<file path="config.mk">
export PLATFORM = sky130hd
export DESIGN_NAME = ctrl_ep_seq
export DESIGN_NICKNAME = d
export VERILOG_FILES = /design/src/rtl/ctrl_ep_pkg.sv /design/src/rtl/ctrl_ep_tokchk.sv /design/src/rtl/ctrl_ep_tmo.sv /design/src/rtl/ctrl_ep_seq.sv
export SDC_FILE = /design/constraint.sdc
export NUM_CORES = 1
export LEC_CHECK = 0
export ABC_AREA = 1
export BUFFER_PORTS_ARGS = -buffer_cell sky130_fd_sc_hd__buf_2
export CAP_MARGIN = 20
export CORE_MARGIN = 2
export CORE_UTILIZATION = 30
export DETAILED_ROUTE_END_ITERATION = 16
export PLACE_DENSITY_LB_ADDON = 0.15
export SKIP_CTS_REPAIR_TIMING = 1
export SYNTH_ARGS = -nofsm -noshare
export SYNTH_HDL_FRONTEND = slang
export SYNTH_SLANG_ARGS = --single-unit
</file>
<file path="constraint.sdc">
create_clock -name clk -period 1.6 [get_ports clk]
set_input_delay 0.08 -clock clk [delete_from_list [all_inputs] [get_ports clk]]
set_output_delay 0.08 -clock clk [all_outputs]
set_load 0.05 [all_outputs]
</file>
<file path="src/rtl/ctrl_ep_pkg.sv">
package ctrl_ep_pkg;
    typedef enum logic [1:0] {TK_OUT = 2'b00, TK_IN = 2'b01, TK_SETUP = 2'b10} tok_e;
    typedef enum logic [1:0] {HS_ACK = 2'b00, HS_NAK = 2'b01, HS_STALL = 2'b10} hs_e;
    typedef enum logic [1:0] {CS_VALID = 2'b00, CS_INVALID = 2'b01, CS_STALL = 2'b10} cstat_e;
    typedef enum logic [1:0] {SG_IDLE, SG_DATA, SG_STATUS} stage_e;
    typedef enum logic [1:0] {PH_IDLE, PH_OUT_PKT, PH_WAIT_ACK} phase_e;

    typedef struct packed {
        stage_e stage;
        phase_e phase;
        logic   tog;
        logic   hs_v;
        hs_e    hs;
        logic   zlp;
        logic   irq;
    } seq_t;
endpackage

</file>
<file path="src/rtl/ctrl_ep_tokchk.sv">
module ctrl_ep_tokchk #(
    parameter int EPW = 4
) (
    input  logic           tok_valid,
    input  logic           tok_addr_ok,
    input  logic [EPW-1:0] tok_ep,
    input  logic           tok_err,
    output logic           tok_hit
);
    always_comb begin
        tok_hit = tok_valid && tok_addr_ok && !tok_err && (tok_ep == '0);
    end
endmodule

</file>
<file path="src/rtl/ctrl_ep_tmo.sv">
module ctrl_ep_tmo #(
    parameter int TMO_CYC = 16
) (
    input  logic clk,
    input  logic rst_n,
    input  logic run,
    output logic expired
);
    localparam int TW = $clog2(TMO_CYC + 1);

    logic [TW-1:0] cnt_d, cnt_q;

    always_comb begin
        cnt_d   = run ? cnt_q + 1'b1 : '0;
        expired = run && (cnt_q == TW'(TMO_CYC - 1));
    end

    always_ff @(posedge clk or negedge rst_n) begin
        if (!rst_n) cnt_q <= '0;
        else        cnt_q <= cnt_d;
    end
endmodule

</file>
<file path="src/rtl/ctrl_ep_seq.sv">
module ctrl_ep_seq
    import ctrl_ep_pkg::*;
#(
    parameter int EPW     = 4,
    parameter int TMO_CYC = 16
) (
    input  logic           clk,
    input  logic           rst_n,
    input  logic           tok_valid,
    input  logic [1:0]     tok_kind,
    input  logic           tok_addr_ok,
    input  logic [EPW-1:0] tok_ep,
    input  logic           tok_err,
    input  logic           req_dir_in,
    input  logic           has_data,
    input  logic [1:0]     cpu_stat,
    input  logic           eop_pending,
    input  logic           pkt_valid,
    input  logic           pkt_data1,
    input  logic           pkt_zero_len,
    input  logic           hs_ack_in,
    output logic           hs_valid,
    output logic [1:0]     hs_code,
    output logic           zlp_req,
    output logic           exp_data1,
    output logic           ep0_irq
);
    seq_t s_d, s_q;
    logic tok_hit, tmo_expired, is_in, to_status;

    ctrl_ep_tokchk #(.EPW(EPW)) u_tokchk (
        .tok_valid   (tok_valid),
        .tok_addr_ok (tok_addr_ok),
        .tok_ep      (tok_ep),
        .tok_err     (tok_err),
        .tok_hit     (tok_hit)
    );

    ctrl_ep_tmo #(.TMO_CYC(TMO_CYC)) u_tmo (
        .clk     (clk),
        .rst_n   (rst_n),
        .run     (s_q.phase == PH_WAIT_ACK),
        .expired (tmo_expired)
    );

    always_comb begin
        s_d       = s_q;
        s_d.hs_v  = 1'b0;
        s_d.hs    = HS_ACK;
        s_d.zlp   = 1'b0;
        s_d.irq   = 1'b0;
        is_in     = (tok_kind == TK_IN);
        to_status = 1'b0;

        if (tok_hit && tok_kind == TK_SETUP) begin
            s_d.stage = has_data ? SG_DATA : SG_STATUS;
            s_d.phase = PH_IDLE;
            s_d.tog   = 1'b1;
        end else if (tok_hit && tok_kind != TK_SETUP) begin
            s_d.phase = PH_IDLE;
            if (s_q.stage == SG_DATA) begin
                if (is_in == req_dir_in) begin
                    s_d.irq = 1'b1;
                    s_d.tog = ~s_q.tog;
                end else begin
                    s_d.stage = SG_STATUS;
                    s_d.tog   = 1'b1;
                    to_status = 1'b1;
                end
            end else if (s_q.stage == SG_STATUS) begin
                if (is_in == !req_dir_in) begin
                    to_status = 1'b1;
                end else begin
                    s_d.hs_v  = 1'b1;
                    s_d.hs    = HS_STALL;
                    s_d.stage = SG_IDLE;
                end
            end

            if (to_status) begin
                if (!is_in) begin
                    s_d.phase = PH_OUT_PKT;
                end else begin
                    unique case (cpu_stat)
                        CS_INVALID: s_d.stage = SG_IDLE;
                        CS_STALL: begin
                            s_d.hs_v  = 1'b1;
                            s_d.hs    = HS_STALL;
                            s_d.stage = SG_IDLE;
                        end
                        default: begin
                            if (eop_pending) begin
                                s_d.hs_v = 1'b1;
                                s_d.hs   = HS_NAK;
                            end else begin
                                s_d.zlp   = 1'b1;
                                s_d.phase = PH_WAIT_ACK;
                            end
                        end
                    endcase
                end
            end
        end else if (pkt_valid && s_q.phase == PH_OUT_PKT) begin
            s_d.phase = PH_IDLE;
            s_d.hs_v  = 1'b1;
            if (pkt_zero_len && pkt_data1) begin
                if (eop_pending) begin
                    s_d.hs = HS_NAK;
                end else begin
                    s_d.hs    = HS_ACK;
                    s_d.stage = SG_IDLE;
                end
            end else begin
                s_d.hs    = HS_STALL;
                s_d.stage = SG_IDLE;
            end
        end else if (s_q.phase == PH_WAIT_ACK) begin
            if (hs_ack_in) begin
                s_d.phase = PH_IDLE;
                s_d.stage = SG_IDLE;
            end else if (tmo_expired) begin
                s_d.phase = PH_IDLE;
            end
        end
    end

    always_ff @(posedge clk or negedge rst_n) begin
        if (!rst_n) begin
            s_q <= '{stage: SG_IDLE, phase: PH_IDLE, tog: 1'b0, hs_v: 1'b0,
                     hs: HS_ACK, zlp: 1'b0, irq: 1'b0};
        end else begin
            s_q <= s_d;
        end
    end

    assign hs_valid  = s_q.hs_v;
    assign hs_code   = s_q.hs;
    assign zlp_req   = s_q.zlp;
    assign exp_data1 = s_q.tog;
    assign ep0_irq   = s_q.irq;
endmodule

</file>
==> Word level (Yosys, flattened, before mapping) <==
Index checks and enable logic that the tools add are counted.
{ "totals": {"word_cells": 90, "ff_bits": 15, "output_inout_bits": 6, "in_bits": 20} }
{ "op_classes": {"eq_ne": 13, "n_addsub": 1, "bitwise_logic": 1, "reduce_logical": 20, "mux": 47} }
{ "ops": {"columns": ["cell", "n"], "rows": [
  ["2-bit 2-to-1 mux", 17],
  ["4-bit 2-to-1 mux", 6],
  ["3-bit 2-to-1 mux", 6],
  ["5-bit 2-to-1 mux", 3],
  ["1-bit 2-to-1 mux", 14],
  ["2-bit by 1-bit equality test with 1-bit output (second input constant)", 4],
  ["2-bit equality test (second input constant)", 4],
  ["1-bit logical AND", 8],
  ["4-bit nonzero test", 2],
  ["3-bit one-hot mux with 2 select lines", 1],
  ["5-bit by 1-bit adder with 5-bit output (second input constant)", 1],
  ["5-bit by 4-bit equality test with 1-bit output (second input constant)", 1],
  ["5-bit inequality test (second input constant)", 1],
  ["5-bit nonzero test", 1],
  ["4-bit logical NOT", 1],
  ["2-bit AND reduction", 2],
  ["2-bit nonzero test", 2],
  ["3-bit AND reduction", 1],
  ["1-bit equality test", 2],
  ["1-bit logical NOT", 2],
  ["2-bit inequality test (second input constant)", 1],
  ["2-bit OR reduction", 1],
  ["1-bit NOT", 1]
]} }

==> Depth between registers and ports, before layout <==
Gate-level depths: netlist (run 1).
{ "logic_depth": {"word_depth": 11, "ltp_mapped": 10, "mapped_depth_nobuf": 10} }

==> Cells and area by module <==
Synthesis (run 1) repeated with hierarchy kept, for this count alone.
{ "unflattened": {"cells_unflattened": 123, "area_unflattened_um2": 934.6} }
{ "by_module_without_submodules": {"columns": ["module", "cells_each", "seq_area_each_um2", "area_each_um2", "n_inst"], "rows": [
  ["ctrl_ep_seq", 89, 250.2, 676.9, 1],
  ["ctrl_ep_tmo", 26, 125.1, 227.7, 1],
  ["ctrl_ep_tokchk", 8, 0.0, 30.0, 1]
]} }

==> Least setup slack after synthesis (run 1) <==
Ideal clock, no wire load.
{ "synth_path": {"path_kind": "register to register", "from": "reg u_tmo.cnt_q[0]", "to": "reg s_q[7] in the netlist's numbering", "path_slack_ns": 0.314, "required_time_ns": 1.524, "arrival_time_ns": 1.210, "n_path_buf": 0, "path_stages_with_launch": 10, "setup_time_ns": 0.076, "period_less_slack_ns": 1.286, "path_cell_list": "dfrtp_1 -> ha_1 -> nand2_1 -> nor2_1 -> ha_1 -> nor2_1 -> nor2_1 -> nor2_1 -> nand2_1 -> o21ai_1"} }
{ "synth_between": {"elab_chain_cells": 4} }
{ "synth_lines": {"columns": ["item", "line_no", "rtl"], "rows": [
  ["start: declaration", "ctrl_ep_tmo.sv:11", "logic [TW-1:0] cnt_d, cnt_q;"],
  ["start signal: assignment", "ctrl_ep_tmo.sv:20", "else cnt_q <= cnt_d;"],
  ["5-bit by 4-bit equality test with 1-bit output", "ctrl_ep_tmo.sv:15", "expired = run && (cnt_q == TW'(TMO_CYC - 1));"],
  ["1-bit logical AND", "ctrl_ep_tmo.sv:15", null],
  ["5-bit nonzero test (no source line)", null, null],
  ["2-bit AND reduction (no source line)", null, null],
  ["end signal: assignment", "ctrl_ep_seq.sv:129", "s_q <= '{stage: SG_IDLE, phase: PH_IDLE, tog: 1'b0, hs_v: 1'b0,"],
  ["end: declaration", "ctrl_ep_seq.sv:28", "seq_t s_d, s_q;"]
]} }
Every way passes these cells.
A chain may end at the register's enable or synchronous reset.

==> Final worst setup path (run 1) <==
Same ends and word-level chain as after synthesis.

==> results of run 1 <==
[worst min-delay path by stage]
stage	startpoint	to	slack [ps]	depth (start not counted)
5_1_grt	has_data	s_q[8]	60	3
4_1_cts	rst_n	u_tmo.cnt_q[2]	-310	1
2_1_floorplan	rst_n	ep0_irq	-220	0
3_5_place_dp	rst_n	u_tmo.cnt_q[2]	5	1
3_3_place_gp	rst_n	u_tmo.cnt_q[2]	4	1
6_report	has_data	s_q[8]	70	3
[flip-flops by register name (all words and copies together) (netlist names)]
name,flops
ep0_irq,1
exp_data1,1
hs_code,2
hs_valid,1
s_q,4
u_tmo.cnt_q,5
zlp_req,1
[Yosys cell counts]
cell / n / area share (%)
nand2_1: 28 / 11
inv_1: 22 / 8.8
nor2_1: 17 / 6.8
dfrtp_1: 15 / 40
nand3_1: 14 / 7.5
nor2_2: 5 / 3.3
a21oi_1: 4 / 2.1
ha_1: 4 / 5.3
o21ai_0: 4 / 2.1
inv_2: 3 / 1.2
buf_4: 2 / 1.6
nand4_1: 2 / 1.3
a21oi_2: 1 / 0.93
a22oi_1: 1 / 0.80
a31oi_1: 1 / 0.67
clkbuf_1: 1 / 0.40
nand2_4: 1 / 1.2
nand3_2: 1 / 1.1
nor2_4: 1 / 1.2
nor3_1: 1 / 0.53
o21a_1: 1 / 0.80
o21ai_1: 1 / 0.53
or2_1: 1 / 0.67
[cell type report]
cell class	instances	area share (%)
multi-input combinational	88	39.7
timing repair buffer	26	11.9
tap	44	4.84
inverter	25	8.25
sequential	15	33.0
clock buffer	4	2.31
[cell families (layout without fill, tap and decap cells)]
| logic type | count (synthesis) | in the layout | synth area share, % |
|---|---|---|---|
| buf+inv | 28 | 55 | 12.0 |
| compound gates | 13 | 13 | 7.99 |
| flops | 15 | 15 | 39.9 |
| simple gates | 71 | 71 | 34.8 |
| fa+ha+maj | 4 | 4 | 5.33 |
[per-stage QoR]
stage               instances  setup slack, ps
global placement          197              248
detailed placement        197              210
finish                    202              197
global route              202             66.4
floorplan                 131              314
CTS                       201              194
[report_power, final]
group	switching (W)	total, W	internal (W)
clock	0.000112	0.000209	0.0000966
combinational	0.0000714	0.000113	0.0000420
sequential	0.00000587	0.000391	0.000385
[per-layer routing]
layer / global-route usage (%) / share of wire (%) / routed length [um]
met5: 0 / 0 / 0
met4: 6.67 / 2.7 / 52
met3: 1.95 / 4.3 / 81
met2: 19.4 / 45 / 855
met1: 15.5 / 48 / 905
[worst max-delay path, cell delays in order, from the launching register on]
cell and delay (ps):
dfrtp_1 410, ha_1 230, nand2_1 70, nor2_1 40, ha_1 190, nor2_1 80
nor2_1 50, nor2_1 140, nand2_1 60, o21ai_1 70
==> qor.csv, run 1 <==
metric,value,unit
fin_crit,1400,ps
crit_start,u_tmo.cnt_q[0],
p_total,0.000713,W
rows,20,
num_vias,843,
grt_first_pass_wirelength,3190,um
clkSinkCount,15,
leakagePower,0.635,nW
diodes,0,
area_delta_synth_final,21.0,%
reg2reg_slack,200,ps
timing.rr.end,s_q[7],
setup_tns,0,ps
ctsHtreeMaxLevel,1,
cap_violations,0,
mostFrequentLayoutCells,"nand2_1 (28), buf_2 (25), inv_1 (22)",
grt_start_max_net_pins,16,
synth_cell_types,23,
arrival,1610,ps
firstDrtPassIters,4,
portBuffers,25,
slew-limit-headroom,78.2,%
vias_per_cell,4.17,
grt_usage,12.1,%
min_path_type,in2reg,
crit_required,1810,ps
fill_cells,337,
cts_tree,built,
wl_per_cell,9.38,um
ir_drop,235,uV
multiInputGateArea,452,um^2
clk_pin_slew,80,ps
outcome,completed,
cellPowerDensity,627,nW/um^2
place_area,1100,um^2
final_max_slew_viol_count,0,
timing_worst_slew_pin_value,327,ps
num-nets-final,183,
final_antenna_net_count,0,
endpoint,s_q[7],
cp-end-kind,register,
design_area,1140,um^2
drt_iter0_drc,28,
die_w,60.0,um
cts_made_buffers,3,
ys_seq_area_share,39.9,%
rsz0062_at_grt,false,
ff_latch_area,375,um^2
clockBufferDepth,2,
setup.worst_path.class,reg2reg,
grt-ovfl-total,0,
start_kind,register,
insertion_delay,270,ps
ys_ff_latch,15,
drc,0,
die_h,60.0,um
syn_inst,131,
io_pins,26,
core_area,3030,um^2
synth_warnings,0,
root_buffer,clkbuf_4,
period_share,87.7,%
start_util,31.0,%
antenna_found_initial,0,
avgSynthCellArea,7.17,um^2
grt_pass1_vias,783,
dieArea,3600,um^2
fmax,713,MHz
drt_wl_total,1890,um
setup_viol,0,
path_max_fanout,3,
rr_startpoint,u_tmo.cnt_q[0],
post-route-util,37.6,%
drive_gt1_share,25.3,%
synth_fp_nets,155,
fin_hold_ws,65.9,ps
place_hpwl,1630,um
worstRegToRegCells,9,
syn-cell-area,940,um^2
clock_skew,2.59,ps
layout_commonest_cell,nand2_1,
hold_viol_final,0,
place.gp.congestion,0.804,
(Power assumes the default switching activity.)
==> run 2, diff against run 1 <==
--- a/config.mk
+++ b/config.mk
@@ -13,6 +13,7 @@
 export DETAILED_ROUTE_END_ITERATION = 16
 export PLACE_DENSITY_LB_ADDON = 0.15
 export SKIP_CTS_REPAIR_TIMING = 1
+export SKIP_LAST_GASP = 1
 export SYNTH_ARGS = -nofsm -noshare
 export SYNTH_HDL_FRONTEND = slang
 export SYNTH_SLANG_ARGS = --single-unit
==> constraint.sdc (replaced) <==
create_clock -name clk -period 1.4 [get_ports clk]
set_input_delay 0.14 -clock clk [delete_from_list [all_inputs] [get_ports clk]]
set_output_delay 0.14 -clock clk [all_outputs]
set_load 0.05 [all_outputs]
==> qor.csv, run 2 (synthesis results as in run 1) <==
metric,value,unit,change
final_antenna_net_count,0,,unchanged
clkSinkCount,15,,unchanged
place.gp.congestion,0.804,,about the same
cts_tree,built,,
arrival,1550,ps,-60 ps
place_area,1100,um^2,unchanged
setup_viol,0,,unchanged
drt_wl_total,1900,um,+0.53%
hold_viol_final,0,,unchanged
rows,20,,unchanged
crit_required,1610,ps,-200 ps
drc,0,,unchanged
setup.worst_path.class,reg2reg,,
slew-limit-headroom,78.1,%,-0.13 points
clock_skew,4.45,ps,+1.86 ps
regMostFlops,u_tmo.cnt_q,,
period_share,95.6,%,+8.0 points
die_w,60.0,um,unchanged
clk_pin_slew,90,ps,about the same
io_pins,26,,unchanged
met2_usage,19.3,%,-0.16 points
min_path_type,in2reg,,
grt_usage,11.4,%,-0.72 points
wl_per_cell,9.43,um,+0.53%
fin_crit,1340,ps,-64.0 ps
die_h,60.0,um,unchanged
design_area,1140,um^2,+0.66%
cap_violations,0,,unchanged
firstDrtPassIters,4,,unchanged
fill_cells,322,,-4.5%
grtUsageMet3,1.30,%,-0.65 points
num-nets-final,183,,unchanged
drt_iter0_drc,20,,-29%
cts_made_buffers,3,,unchanged
place_hpwl,1630,um,-0.12%
start_kind,register,,
final_max_slew_viol_count,0,,unchanged
portBuffers,25,,unchanged
outcome,completed,,
fmax,747,MHz,+4.8%
largest_reg_flops,5,,unchanged
clockBufferDepth,2,,unchanged
root_buffer,clkbuf_4,,
path_max_fanout,3,,unchanged
grt-busiest-layer,met2,,
drive_gt1_share,27.2,%,+1.9 points
start_util,31.0,%,unchanged
setup_tns,0,ps,unchanged
vias_per_cell,4.18,,+0.24%
mostFrequentLayoutCells,"nand2_1 (28), buf_2 (25), inv_1 (22)",,
insertion_delay,280,ps,about the same
grt-ovfl-total,0,,unchanged
rsz0062_at_grt,true,,
ir_drop,210,uV,-11%
use_met1,14.3,%,-1.2 points
core_area,3030,um^2,unchanged
grt_start_max_net_pins,16,,unchanged
fin_hold_ws,129,ps,+62.8 ps
grt_first_pass_wirelength,3060,um,-3.9%
cp-end-kind,register,,
layout_commonest_cell,nand2_1,,
area_delta_synth_final,21.8,%,
grt_pass1_vias,750,,-4.2%
cellPowerDensity,716,nW/um^2,+14%
timing_worst_slew_pin_value,329,ps,+1.98 ps
dieArea,3600,um^2,unchanged
antenna_found_initial,0,,unchanged
leakagePower,0.632,nW,-0.52%
ctsHtreeMaxLevel,1,,unchanged
diodes,0,,unchanged
num_vias,845,,+0.24%
run 2: routing by layer:
layer  vias up  part of all wire, %
li1        462                    -
met1       356                   48
met2        25                   47
met3         2                  4.2
met4         0                  1.3
met5         -                    0
run 2: layout make-up:
cell class | instances | area, um^2 | area share, %
Clock buffer | 4 | 26.3 | 2.30
Inverter | 25 | 93.8 | 8.20
Multi-Input combinational cell | 88 | 459 | 40.1
Sequential cell | 15 | 375 | 32.8
Tap cell | 44 | 55.1 | 4.81
Timing Repair Buffer | 26 | 135 | 11.8
run 2: worst paths after layout:
check / from / endpoint / slack, ps / cells past startpoint
max: u_tmo.cnt_q[0] / s_q[7] / 60 / 9
min: has_data / s_q[8] / 130 / 3
max reg2reg: u_tmo.cnt_q[0] / s_q[7] / 60 / 9
min reg2reg: u_tmo.cnt_q[0] / u_tmo.cnt_q[0] / 480 / 1
max in group asynchronous: rst_n / hs_code[1] / 870 / 2
min in group asynchronous: rst_n / u_tmo.cnt_q[2] / 280 / 2
run 2: power by group:
group	internal [W]	total (W)	leakage [nW]	switching (W)
registers	0.000440	0.000447	0.209	0.00000710
logic	0.0000481	0.000130	0.408	0.0000818
clock network	0.000110	0.000243	0.0150	0.000132
total	0.000599	0.000820	0.632	0.000221
run 2: critical path, cell delays in order, from the launching register on:
cell and delay (ps):
dfrtp_1 410, ha_2 190, nand2_1 60, nor2_1 40, ha_2 180, nor2_2 90, nor2_1 50, nor2_1 120
nand2_1 70, o21ai_1 70
run 2: through the flow:
stage	power [W]	setup slack [ps]	std cells	utilization [%]
floorplan	0.000531	114	131	-
global placement	0.000582	47.2	197	36.4
detailed placement	0.000586	-0.595	197	36.4
CTS	0.000833	-13.4	201	37.2
global route	0.000874	-60.4	202	37.8
finish	0.000820	61.0	202	37.8
